<file path="src/rtl/bcd_pkg.sv">
package bcd_pkg;
  // digit and byte geometry
  localparam int NIB_W  = 4;
  localparam int NDIG   = 2;
  localparam int BYTE_W = NIB_W * NDIG;
  // wide enough for sum of two bytes plus carry and correction, with sign
  localparam int WIDE_W = BYTE_W + 2;
  localparam int LO_W   = NIB_W + 2;

  // decimal correction constants
  localparam int DEC_BASE  = 10;
  localparam int LO_ADJ    = 6;
  localparam int HI_LIMIT  = 16 * DEC_BASE;  // 0xA0
  localparam int HI_ADJ    = 16 * LO_ADJ;    // 0x60
endpackage

</file>
<file path="src/rtl/bcd_units_stage.sv">
module bcd_units_stage
  import bcd_pkg::*;
(
  input  logic             op_sub,
  input  logic             x_in,
  input  logic [NIB_W-1:0] acc_lo,
  input  logic [NIB_W-1:0] opd_lo,
  output logic             fix_lo
);
  localparam logic [LO_W-1:0] LO_LIMIT = LO_W'(DEC_BASE);

  logic [LO_W-1:0] a_ext, b_ext, c_ext, lo_val;

  always_comb begin
    a_ext = {2'b00, acc_lo};
    b_ext = {2'b00, opd_lo};
    c_ext = {{(LO_W-1){1'b0}}, x_in};
    if (op_sub) begin
      lo_val = a_ext - b_ext - c_ext;
      fix_lo = lo_val[LO_W-1];          // units went negative
    end else begin
      lo_val = a_ext + b_ext + c_ext;
      fix_lo = (lo_val >= LO_LIMIT);    // units reached ten
    end
  end
endmodule

</file>
<file path="src/rtl/bcd_tens_stage.sv">
module bcd_tens_stage
  import bcd_pkg::*;
(
  input  logic              op_sub,
  input  logic              x_in,
  input  logic              fix_lo,
  input  logic [BYTE_W-1:0] acc,
  input  logic [BYTE_W-1:0] opd,
  output logic [BYTE_W-1:0] res,
  output logic              carry
);
  localparam logic [WIDE_W-1:0] W_LO_ADJ   = WIDE_W'(LO_ADJ);
  localparam logic [WIDE_W-1:0] W_HI_LIMIT = WIDE_W'(HI_LIMIT);
  localparam logic [BYTE_W-1:0] B_HI_ADJ   = BYTE_W'(HI_ADJ);

  logic [WIDE_W-1:0] a_ext, b_ext, c_ext, u_adj, wide;

  always_comb begin
    a_ext = {2'b00, acc};
    b_ext = {2'b00, opd};
    c_ext = {{(WIDE_W-1){1'b0}}, x_in};
    u_adj = fix_lo ? W_LO_ADJ : '0;
    if (op_sub) begin
      wide  = a_ext - b_ext - c_ext - u_adj;
      carry = wide[WIDE_W-1];               // overall borrow
      res   = carry ? (wide[BYTE_W-1:0] - B_HI_ADJ) : wide[BYTE_W-1:0];
    end else begin
      wide  = a_ext + b_ext + c_ext + u_adj;
      carry = (wide >= W_HI_LIMIT);         // tens out of range
      res   = carry ? (wide[BYTE_W-1:0] + B_HI_ADJ) : wide[BYTE_W-1:0];
    end
  end
endmodule

</file>
<file path="src/rtl/bcd_result_reg.sv">
module bcd_result_reg
  import bcd_pkg::*;
(
  input  logic              clk,
  input  logic              rst,
  input  logic              load,
  input  logic [BYTE_W-1:0] res_d,
  input  logic              carry_d,
  input  logic              z_in,
  output logic              vld_q,
  output logic [BYTE_W-1:0] res_q,
  output logic              carry_q,
  output logic              z_q
);
  logic z_d;

  always_comb z_d = (res_d != '0) ? 1'b0 : z_in;

  always_ff @(posedge clk) begin
    if (rst) begin
      vld_q   <= 1'b0;
      res_q   <= '0;
      carry_q <= 1'b0;
      z_q     <= 1'b0;
    end else begin
      vld_q <= load;
      if (load) begin
        res_q   <= res_d;
        carry_q <= carry_d;
        z_q     <= z_d;
      end
    end
  end
endmodule

</file>
<file path="src/rtl/bcd_byte_addsub.sv">
module bcd_byte_addsub
  import bcd_pkg::*;
(
  input  logic              clk,
  input  logic              rst,
  input  logic              in_valid,
  input  logic              op_sub,
  input  logic [BYTE_W-1:0] acc_in,
  input  logic [BYTE_W-1:0] opd_in,
  input  logic              x_in,
  input  logic              z_in,
  output logic              res_valid,
  output logic [BYTE_W-1:0] result,
  output logic              cx_out,
  output logic              z_out
);
  logic              fix_lo;
  logic [BYTE_W-1:0] res_c;
  logic              carry_c;

  bcd_units_stage u_units (
    .op_sub (op_sub),
    .x_in   (x_in),
    .acc_lo (acc_in[NIB_W-1:0]),
    .opd_lo (opd_in[NIB_W-1:0]),
    .fix_lo (fix_lo)
  );

  bcd_tens_stage u_tens (
    .op_sub (op_sub),
    .x_in   (x_in),
    .fix_lo (fix_lo),
    .acc    (acc_in),
    .opd    (opd_in),
    .res    (res_c),
    .carry  (carry_c)
  );

  bcd_result_reg u_reg (
    .clk     (clk),
    .rst     (rst),
    .load    (in_valid),
    .res_d   (res_c),
    .carry_d (carry_c),
    .z_in    (z_in),
    .vld_q   (res_valid),
    .res_q   (result),
    .carry_q (cx_out),
    .z_q     (z_out)
  );
endmodule

</file>
<file path="config.mk">
export PLATFORM = sky130hd
export DESIGN_NAME = bcd_byte_addsub
export DESIGN_NICKNAME = d
export VERILOG_FILES = /design/src/rtl/bcd_pkg.sv /design/src/rtl/bcd_units_stage.sv /design/src/rtl/bcd_tens_stage.sv /design/src/rtl/bcd_result_reg.sv /design/src/rtl/bcd_byte_addsub.sv
export SDC_FILE = /design/constraint.sdc
export NUM_CORES = 1
export LEC_CHECK = 0
export BUFFER_PORTS_ARGS = -buffer_cell sky130_fd_sc_hd__buf_2
export CORE_ASPECT_RATIO = 1.4
export CORE_MARGIN = 5
export CORE_UTILIZATION = 35
export DETAILED_ROUTE_END_ITERATION = 8
export GPL_TIMING_DRIVEN = 0
export PLACE_DENSITY = 0.63
export SYNTH_ARGS = -nofsm -noshare
export SYNTH_HDL_FRONTEND = slang
export SYNTH_SLANG_ARGS = --single-unit
</file>
<file path="constraint.sdc">
create_clock -name clk -period 5.3 [get_ports clk]
set_input_delay 0.795 -clock clk [delete_from_list [all_inputs] [get_ports clk]]
set_output_delay 0.795 -clock clk [all_outputs]
set_load 0.02 [all_outputs]
</file>
==> results.json <==
{
  "cts_max_level": 1,
  "start_util": 0.354,
  "syn-num-nets": 304,
  "grt_pass1_wl_mm": 7.36,
  "first_pass_iters": 4,
  "drv_cap": 0,
  "routed_wl_mm": 4.53,
  "synth_top_cell_area_share": 0.160,
  "clkLatencyLatePin_ps": 240,
  "first_global_vias": 1686,
  "multi_input_area_mm2": 0.00181,
  "synth.area.top_cells": "ha_1 (16%), dfxtp_1 (11%), nor2_1 (5.0%)",
  "dp_slack_ps": -579,
  "dp_hpwl_mm": 3.74,
  "hold_viol_final": 0,
  "antenna_cells": 0,
  "cts_tree": "built",
  "hp-class": "flip-flop to flip-flop",
  "synthCells": 252,
  "dp.cells": 353,
  "ff_latch_area_um2": 220,
  "synth_area_mm2": 0.00203,
  "ant_nets": 0,
  "antenna_found_initial": 0,
  "num_rows": 33,
  "portBuffers": 31,
  "wl_per_cell_um": 12.5,
  "die_height_um": 100,
  "fin_crit_sh": 0.956,
  "die-area_mm2": 0.00746,
  "clock-sinks": 11,
  "worst_slack_ps": 231,
  "cp_max_fo": 8,
  "gp_congestion": 0.796,
  "async_flop_share": 0,
  "intPower_mw": 0.354,
  "via_per_inst": 5.14,
  "crit_type": "primary input to flip-flop",
  "fmaxAchievable_mhz": 197,
  "run_status": "finished, final reports clean",
  "grt-ovfl-total": 0,
  "cts_root_buf": "clkbuf_8",
  "final_common_cell": "buf_2",
  "syn_avg_cell_area_um2": 8.07,
  "rrSetupSlack_ps": 4550,
  "remaining_drc_errors": 0,
  "yosys.cell_types.count": 62,
  "yosys.area.top_type": "ha_1",
  "p_sw_mw": 0.288,
  "min_period_ps": 5070,
  "worst_setup_path_end_kind": "flip-flop",
  "pwr-share-seq": 0.156,
  "drt_iter0_drc": 27,
  "ys_seq_area_frac": 0.108,
  "cts_inserted_buffers": 3,
  "layout_common_cells": "buf_2 (33), nor2_1 (26), ha_1 (21), inv_1 (18)",
  "clockPowerShare": 0.131,
  "grt_max_degree": 11,
  "power_density_mw_per_mm2": 259,
  "p_leak_nw": 1.08,
  "start_kind": "primary input",
  "fp.dieW_um": 74.4,
  "grt_usage": 0.121,
  "synth-edff-count": 0,
  "layout.nets": 345,
  "num_io_pins": 33,
  "fill_cells": 575,
  "synthFlopType": "dfxtp_1",
  "syn2layout_area_growth_pct": 21.8,
  "p_comb_frac": 0.713,
  "worst_slew_pin_slew_ps": 578,
  "arrival_ps": 5250,
  "finalNonFillerCells": 362,
  "synth-seq-cells": 11,
  "skew_ps": 0,
  "worstPathRequired_ps": 5480,
  "peakVddDrop_v": 0.0000671,
  "clkTransAtPathRegs_ps": 50,
  "setup_viol": 0,
  "clock_path_buffers": 2,
  "ys_warn_count": 0,
  "swShare": 0.449,
  "relSlewSlack": 0.604,
  "timing.setup.tns_ps": 0,
  "final_layout_size_suffix_gt1_frac": 0.267,
  "via_count": 1861,
  "coreArea_mm2": 0.00574,
  "report.final.slew_viol_count": 0
}
[sequential cells by signal, indices dropped and copies added (netlist names)]
register / cells
u_reg.res_q: 8
u_reg.z_q: 1
u_reg.carry_q: 1
u_reg.vld_q: 1
[final cells by class]
| type | instances | share of cell area |
|---|---|---|
| repair buffers | 36 | 0.0793 |
| plain buffers | 9 | 0.0207 |
| clock buffers | 4 | 0.0182 |
| flip-flops and latches | 11 | 0.0888 |
| well taps | 70 | 0.0353 |
| multi-input cells | 214 | 0.730 |
| inverters | 18 | 0.0273 |
[power groups by stage]
stage / logic (mW) / clock network, mW / registers [mW]
after global placement: 0.406 / 0 / 0.101
after detailed placement: 0.413 / 0 / 0.101
after CTS: 0.436 / 0.0864 / 0.100
final: 0.458 / 0.0838 / 0.100
after floorplan: 0.315 / 0 / 0.116
after global routing: 0.515 / 0.0892 / 0.101
[final timing paths]
check / depth (start not counted) / to / start
min reg2reg: 2 / u_reg.carry_q$_SDFFE_PP0P_ / u_reg.carry_q$_SDFFE_PP0P_
max: 25 / u_reg.z_q$_SDFFE_PP0P_ / acc_in[2]
min: 2 / u_reg.carry_q$_SDFFE_PP0P_ / u_reg.carry_q$_SDFFE_PP0P_
max reg2reg: 2 / u_reg.z_q$_SDFFE_PP0P_ / u_reg.z_q$_SDFFE_PP0P_
[worst max-delay path, stage by stage]
cell and delay (ps):
buf_2 110, ha_1 290, buf_6 150, nor2b_4 140, a21oi_4 170, xor2_4 220
mux2i_1 100, a21oi_1 180, nor2_2 70, o31ai_4 220, ha_2 210, inv_1 50
ha_4 230, a21oi_2 170, a21bo_2 250, nor2_1 110, xor2_1 220, ha_2 240
nor2_1 70, mux2_1 290, nor2_1 90, a21oi_1 50, mux2_4 310, a2111oi_4 350
a41o_1 200
[synth_stat cells (3+ instances only)]
library cell	instances
a211oi_1	3
a21oi_1	15
clkbuf_1	3
dfxtp_1	11
fa_1	4
ha_1	26
inv_1	18
mux2i_1	8
nand2_1	14
nand2b_1	6
nand3_1	6
nand3b_1	3
nor2_1	27
nor2b_1	6
nor3_1	8
nor3b_1	4
nor4_1	3
o211ai_1	3
o21a_1	3
o21ai_0	9
xnor2_1	10
xor2_1	7
[routing by layer]
layer	share of wire	vias to the layer above	global-route usage
met4	0.010	0	0.0370
met2	0.53	27	0.226
met5	0	-	0
met1	0.42	844	0.143
li1	-	986	-
met3	0.036	4	0.00501
[logic make-up after synthesis]
logic type               Yosys count  share of synthesized area
AO/OA/AOI/OAI                     62                      0.238
XOR/XNOR                          20                     0.0972
adder cells (fa/ha/maj)           30                      0.199
buffers and inverters             27                     0.0584
flip-flops                        11                      0.108
multiplexers                      11                     0.0560
AND/OR/NAND/NOR                   91                      0.243
[metrics by stage]
step           power (mW)   util  hold WS [ps]  cell area, um^2
3_5_place_dp        0.514  0.399           460             2290
4_1_cts             0.623  0.418           469             2400
3_3_place_gp        0.507  0.399           455             2290
5_1_grt             0.706  0.432           478             2480
2_1_floorplan       0.430      -           543             2050
6_report            0.641  0.432           464             2480
[timing repair]
item	4_1_cts	5_1_grt
setup buffers	3	2
setup endpoints to repair	2	2
pin swaps	4	8
hold buffers	0	0
gates resized for setup	6	12
Note: power is estimated with default switching activity, not from simulation.
